### src/rtl/vsx_pkg.sv
package vsx_pkg;
  typedef struct packed {
    logic pulse;  // a low pulse just ended
    logic broad;  // its low time exceeded a quarter line
    logic half;   // its falling edge came within three quarters of a line
    logic fall;   // a falling edge just occurred
  } pulse_ev_t;
endpackage

### src/rtl/vsx_in_filter.sv
module vsx_in_filter #(
  parameter int GLITCH_LEN = 4
) (
  input  logic clk_i,
  input  logic rst_ni,
  input  logic raw_i,
  output logic clean_o
);
  localparam int CW = $clog2(GLITCH_LEN + 1);

  logic [1:0]    sync_q;
  logic [CW-1:0] run_q;
  logic          clean_q;

  always_ff @(posedge clk_i or negedge rst_ni) begin
    if (!rst_ni) begin
      sync_q  <= 2'b11;
      run_q   <= '0;
      clean_q <= 1'b1;
    end else begin
      sync_q <= {sync_q[0], raw_i};
      if (sync_q[1] == clean_q) begin
        run_q <= '0;
      end else if (run_q == CW'(GLITCH_LEN - 1)) begin
        clean_q <= sync_q[1];
        run_q   <= '0;
      end else begin
        run_q <= run_q + 1'b1;
      end
    end
  end

  assign clean_o = clean_q;

  // the filtered level only moves after the synchronised input has held the new value
  AST_FILT_HOLD: assert property (@(posedge clk_i) disable iff (!rst_ni)
    !$stable(clean_q) |-> ($past(sync_q[1], 2) == clean_q));
endmodule

### src/rtl/vsx_pulse_class.sv
module vsx_pulse_class
  import vsx_pkg::*;
#(
  parameter int LINE_CLKS = 1716
) (
  input  logic      clk_i,
  input  logic      rst_ni,
  input  logic      lvl_i,
  output pulse_ev_t ev_o,
  output logic      los_o
);
  localparam int LOS_CLKS  = 2 * LINE_CLKS;
  localparam int CW        = $clog2(LOS_CLKS + 1);
  localparam int BROAD_MIN = LINE_CLKS / 4;
  localparam int HALF_MAX  = (3 * LINE_CLKS) / 4;

  logic          lvl_q;
  logic          fall_c, rise_c;
  logic [CW-1:0] gap_q, width_q;
  logic          half_q, los_q;
  pulse_ev_t     ev_q;

  assign fall_c = lvl_q & ~lvl_i;
  assign rise_c = ~lvl_q & lvl_i;

  always_ff @(posedge clk_i or negedge rst_ni) begin
    if (!rst_ni) begin
      lvl_q   <= 1'b1;
      gap_q   <= CW'(LOS_CLKS);
      width_q <= '0;
      half_q  <= 1'b0;
      los_q   <= 1'b1;
      ev_q    <= '0;
    end else begin
      lvl_q <= lvl_i;
      if (fall_c) begin
        gap_q   <= CW'(1);
        width_q <= CW'(1);
        half_q  <= (gap_q < CW'(HALF_MAX));
        los_q   <= 1'b0;
      end else begin
        if (gap_q != CW'(LOS_CLKS)) gap_q <= gap_q + 1'b1;
        else                        los_q <= 1'b1;
        if (!lvl_i && width_q != CW'(LOS_CLKS)) width_q <= width_q + 1'b1;
      end
      ev_q.fall  <= fall_c;
      ev_q.pulse <= rise_c;
      ev_q.broad <= (width_q > CW'(BROAD_MIN));
      ev_q.half  <= half_q;
    end
  end

  assign ev_o  = ev_q;
  assign los_o = los_q;

  AST_LOS_CLEARS: assert property (@(posedge clk_i) disable iff (!rst_ni)
    ev_q.fall |-> !los_q);
  AST_EV_EXCL: assert property (@(posedge clk_i) disable iff (!rst_ni)
    $onehot0({ev_q.pulse, ev_q.fall}));
endmodule

### src/rtl/vsx_field_ctrl.sv
module vsx_field_ctrl
  import vsx_pkg::*;
#(
  parameter int EQ_MIN     = 2,
  parameter int FORCE_CLKS = 1620,
  parameter int VS_CLKS    = 5148
) (
  input  logic      clk_i,
  input  logic      rst_ni,
  input  pulse_ev_t ev_i,
  input  logic      los_i,
  output logic      vsync_no
);
  localparam int EW = $clog2(EQ_MIN + 1);
  localparam int TW = $clog2(FORCE_CLKS + 1);
  localparam int VW = $clog2(VS_CLKS + 1);

  logic [EW-1:0] eq_cnt_q;
  logic [TW-1:0] timer_q;
  logic [VW-1:0] vs_cnt_q;
  logic          done_q;
  logic          armed, vs_active, trig_edge, trig_force, fire;

  assign armed      = (eq_cnt_q == EW'(EQ_MIN));
  assign vs_active  = (vs_cnt_q != '0);
  assign trig_edge  = ev_i.pulse & ev_i.broad & armed & ~vs_active;
  assign trig_force = armed & (timer_q == TW'(FORCE_CLKS)) & ~vs_active;
  assign fire       = trig_edge | trig_force;

  always_ff @(posedge clk_i or negedge rst_ni) begin
    if (!rst_ni) begin
      timer_q <= TW'(FORCE_CLKS);
    end else if (ev_i.fall) begin
      timer_q <= TW'(1);
    end else if (timer_q != TW'(FORCE_CLKS)) begin
      timer_q <= timer_q + 1'b1;
    end
  end

  always_ff @(posedge clk_i or negedge rst_ni) begin
    if (!rst_ni) begin
      eq_cnt_q <= '0;
      vs_cnt_q <= '0;
      done_q   <= 1'b0;
    end else if (los_i) begin
      eq_cnt_q <= '0;
      vs_cnt_q <= '0;
      done_q   <= 1'b0;
    end else if (fire) begin
      vs_cnt_q <= VW'(VS_CLKS);
      eq_cnt_q <= '0;
      done_q   <= 1'b1;
    end else begin
      if (vs_active) vs_cnt_q <= vs_cnt_q - 1'b1;
      if (ev_i.pulse) begin
        if (ev_i.broad) begin
          eq_cnt_q <= '0;
        end else if (ev_i.half) begin
          if (!done_q && !armed) eq_cnt_q <= eq_cnt_q + 1'b1;
        end else begin
          eq_cnt_q <= '0;
          done_q   <= 1'b0;
        end
      end
    end
  end

  assign vsync_no = ~(vs_active & ~los_i);

  AST_TRIG_ARMED: assert property (@(posedge clk_i) disable iff (!rst_ni)
    $rose(vs_active) |-> ($past(eq_cnt_q) == EW'(EQ_MIN)));
  AST_NO_RETRIG: assert property (@(posedge clk_i) disable iff (!rst_ni)
    ($past(vs_active) && !$past(los_i)) |-> (vs_cnt_q == $past(vs_cnt_q) - VW'(1)));
  AST_LOS_QUIET: assert property (@(posedge clk_i) disable iff (!rst_ni)
    $past(los_i) |-> !vs_active);
endmodule

### src/rtl/vsync_extract.sv
module vsync_extract
  import vsx_pkg::*;
#(
  parameter int LINE_CLKS  = 1716,
  parameter int GLITCH_LEN = 4,
  parameter int EQ_MIN     = 2,
  parameter int FORCE_CLKS = 1620,
  parameter int VS_CLKS    = 5148
) (
  input  logic clk_i,
  input  logic rst_ni,
  input  logic csync_ni,
  output logic vsync_no,
  output logic sync_lost_o
);
  logic      lvl;
  pulse_ev_t ev;
  logic      los;

  vsx_in_filter #(.GLITCH_LEN(GLITCH_LEN)) u_filter (
    .clk_i   (clk_i),
    .rst_ni  (rst_ni),
    .raw_i   (csync_ni),
    .clean_o (lvl)
  );

  vsx_pulse_class #(.LINE_CLKS(LINE_CLKS)) u_class (
    .clk_i  (clk_i),
    .rst_ni (rst_ni),
    .lvl_i  (lvl),
    .ev_o   (ev),
    .los_o  (los)
  );

  vsx_field_ctrl #(
    .EQ_MIN     (EQ_MIN),
    .FORCE_CLKS (FORCE_CLKS),
    .VS_CLKS    (VS_CLKS)
  ) u_ctrl (
    .clk_i    (clk_i),
    .rst_ni   (rst_ni),
    .ev_i     (ev),
    .los_i    (los),
    .vsync_no (vsync_no)
  );

  assign sync_lost_o = los;
endmodule

### config.mk
export PLATFORM = sky130hd
export DESIGN_NAME = vsync_extract
export DESIGN_NICKNAME = d
export VERILOG_FILES = /design/src/rtl/vsx_pkg.sv /design/src/rtl/vsx_in_filter.sv /design/src/rtl/vsx_pulse_class.sv /design/src/rtl/vsx_field_ctrl.sv /design/src/rtl/vsync_extract.sv
export SDC_FILE = /design/constraint.sdc
export NUM_CORES = 1
export LEC_CHECK = 0
export CAP_MARGIN = 20
export CORE_MARGIN = 2
export CORE_UTILIZATION = 26
export DETAILED_ROUTE_END_ITERATION = 6
export PLACE_DENSITY_LB_ADDON = 0.15
export SLEW_MARGIN = 0
export SYNTH_ARGS = -nofsm -noshare
export SYNTH_HDL_FRONTEND = slang
export SYNTH_HIERARCHICAL = 1
export SYNTH_SLANG_ARGS = --single-unit
### constraint.sdc
create_clock -name clk_i -period 2.8 [get_ports clk_i]
set_input_delay 0.56 -clock clk_i [delete_from_list [all_inputs] [get_ports clk_i]]
set_output_delay 0.56 -clock clk_i [all_outputs]
set_load 0.05 [all_outputs]
==> impl_metrics.csv <==
group,metric,value,unit
timing,grt_setup_unrepaired,"true",
critical_path,worstPathMaxFanout,4,
die,core,12600,um2
timing,fin_crit_sh,99.6,%
synthesis,synth_cells,324,
route,wl_per_cell,13.0,um
placement,dp_hpwl,4480,um
grt,grt.overflow.total,0,
synthesis,synth.most_common_cell,"dfrtp_1",
timing,slew_viol_final,0,
clock_tree,numCtsBuffers,9,
clock_tree,clock-sinks,64,
synthesis,synthTopCellsByCount,"dfrtp_1, nor2_1, a21oi_1",
die,fp-row-count,41,
critical_path,end_kind,"primary output",
route,drt_iter0_drc,191,
clock_tree,cts-root-buf,"clkbuf_16",
timing,period_minus_slack,2790,ps
synthesis,syn-num-nets,337,
hold_path,hp-class,"in2async",
power,power.density,772,nW/um2
outcome,status,"complete, no violations",
synthesis,yosys.area.top_type,"dfrtp_1",
timing,finalClockSkew,5.44,ps
final_layout,n_fill_cell,1304,
timing,setup_slack,10.7,ps
die,dieArea,13800,um2
final_layout,stdcell_area,3970,um2
critical_path,critPathRequiredTime,2240,ps
critical_path,critPathKind,"reg2out",
power,p_leak,1.66,nW
route,dr.pass1.iters,4,
final_layout,diodes,0,
synthesis,ys.flop_type,"dfrtp_1",
critical_path,cp_cell_sequence,"or4_4, or4_4, or2b_1, buf_12",
synthesis,async_flop_share,100,%
timing,whs,137,ps
power,peakVddDrop,0.255,mV
clock_tree,clkLatencyLatePin,330,ps
placement,port_buffers,4,
final_layout,num-nets-final,355,
critical_path,cp_common_cell,"or4_4",
synthesis,synth_cell_type_count,63,
critical_path,critPathLaunchType,"flip-flop",
synthesis,synthesis.area,3340,um2
placement,place.gp.congestion,0.735,
grt,grt_pass1_vias,2385,
route,num_vias,2490,
synthesis,ys_top_cells_by_area,"dfrtp_1, dfstp_2, ha_1",
die,fp.dieW,117,um
critical_path,cpMaxStageDelayCell,"or4_4",
timing,setup_viol,0,
route,avgViaCountPerCell,4.80,
clock_tree,cts_hold_buf,0,
clock_tree,htreeDepth,3,
grt,grt_antenna_before_repair,0,
grt,grt_usage,10.6,%
timing,max-slew-margin-rel,54.6,%
die,start_util,26.6,%
route,drc,0,
critical_path,slowest_delay,570,ps
timing,final_hold_viol_count,0,
placement,post-place-ws,94.5,ps
clock_tree,clock_path_buffers,2,
grt,grt_pass1_wl,11800,um
die,fp.dieH,117,um
final_layout,final_layout_size_suffix_gt1_share,20.2,%
timing,worst_pin_slew,676,ps
synthesis,synth_edf_count,0,
clock_tree,cts_tree,"done",
die,pin_count,5,
synthesis,ys_seq_area_share,48.5,%
synthesis,synth_top_area_share,35.9,%
timing,fmax,359,MHz
synthesis,synth_area_per_cell,10.3,um2
critical_path,critical_path_arrival,2230,ps
job,max_cap_viol_count,0,
route,drtAntennaViolNets,0,
critical_path,ff2ff_path_depth,7,
synthesis,ys_warn_count,6,
route,wl,6770,um
final_layout,area.growth.synth_to_final,18.6,%
placement,place_area,3600,um2
synthesis,ys_ff_latch,64,
clock_tree,cts.clk_slew.worst_paths,50,ps
grt,grt_max_degree,27,
area by class of cell:
cell class	instances	area [um2]	share of cell area (%)
Multi-Input combinational cell	235	1630	41.0
Clock buffer	13	260	6.56
Tap cell	172	215	5.43
Sequential cell	64	1620	40.9
Timing Repair Buffer	18	150	3.79
Clock inverter	3	40.0	1.01
Inverter	14	52.6	1.32
what timing repair did:
action / 4_1_cts / 5_1_grt
resized for setup: 5 / 0
setup buffers: 5 / 1
endpoints found under the setup margin: 1 / 1
pin swaps: 2 / 0
where the power goes:
group	total (mW)	internal [mW]	switching, mW
logic	0.601	0.278	0.323
clock network	1.13	0.735	0.399
registers	1.33	1.11	0.221
stage by stage:
step                power, mW  utilization (%)  setup TNS (ps)  cells
global route             3.27             31.6           -59.9    519
floorplan                1.79                -               0    324
finish                   3.06             31.6               0    519
detailed placement       1.95             28.7               0    497
CTS                      3.12             31.5               0    518
global placement         1.96             28.7               0    497
cell usage in the layout, fill, tap and decap left out, types with 3 or more instances in the layout:
cell	n
o31ai_1	10
mux2i_1	4
nand2_1	19
nor3_1	9
dfrtp_1	48
or4_1	8
nand3b_1	5
xnor2_1	9
inv_1	11
xor2_1	6
dfstp_2	16
buf_4	14
nand2b_1	6
nor2b_1	3
nand4_1	5
a211oi_1	4
nor4_1	6
or3_1	13
ha_1	9
a21oi_1	21
o21ai_0	15
nor2_1	23
clkbuf_16	9
nand3_1	11
routing by layer:
layer / global-route usage (%) / routed length (um)
met5: 0 / 0
met4: 5.05 / 135
met3: 3.31 / 184
met2: 15.8 / 3030
met1: 14.1 / 3420
flip-flops by register name, summed over array words and instances (netlist names):
| name | count |
|---|---|
| u_ctrl/vs_cnt_q | 13 |
| u_class/gap_q | 12 |
| u_class/width_q | 12 |
| u_ctrl/timer_q | 11 |
| u_class/ev_o | 4 |
| u_filter/run_q | 3 |
| u_ctrl/eq_cnt_q | 2 |
| u_filter/sync_q | 2 |
| u_class/half_q | 1 |
| u_class/los_o | 1 |
| u_class/lvl_q | 1 |
| u_ctrl/done_q | 1 |
| u_filter/clean_o | 1 |
kinds of logic after synthesis:
logic type,synth area share (%)
flip-flops,48.5
AND/OR/NAND/NOR,26.3
AO/OA/AOI/OAI,12.5
adder cells (fa/ha/maj),3.74
XOR/XNOR,3.93
buffers and inverters,3.33
multiplexers,1.65
worst max-delay path, delay by kind of cell (launching register included):
| family | cells | cell delay, ps |
|---|---|---|
| and+or+nand+nor | 3 | 1350 |
| DFF | 1 | 400 |
| buffers and inverters | 1 | 150 |
path summary, 6_finish.rpt:
kind                                startpoint                  end  slack [ps]
setup / recovery           u_ctrl/vs_cnt_q[10]             vsync_no          10
hold / removal                          rst_ni   u_ctrl/eq_cnt_q[1]         140
setup reg to reg            u_ctrl/vs_cnt_q[1]  u_ctrl/vs_cnt_q[10]         560
hold reg to reg             u_filter/sync_q[0]   u_filter/sync_q[1]         350
max in group asynchronous               rst_ni     u_filter/clean_o        1960
min in group clk_i          u_filter/sync_q[0]   u_filter/sync_q[1]         350
Note: power is estimated with default switching activity, not from simulation.
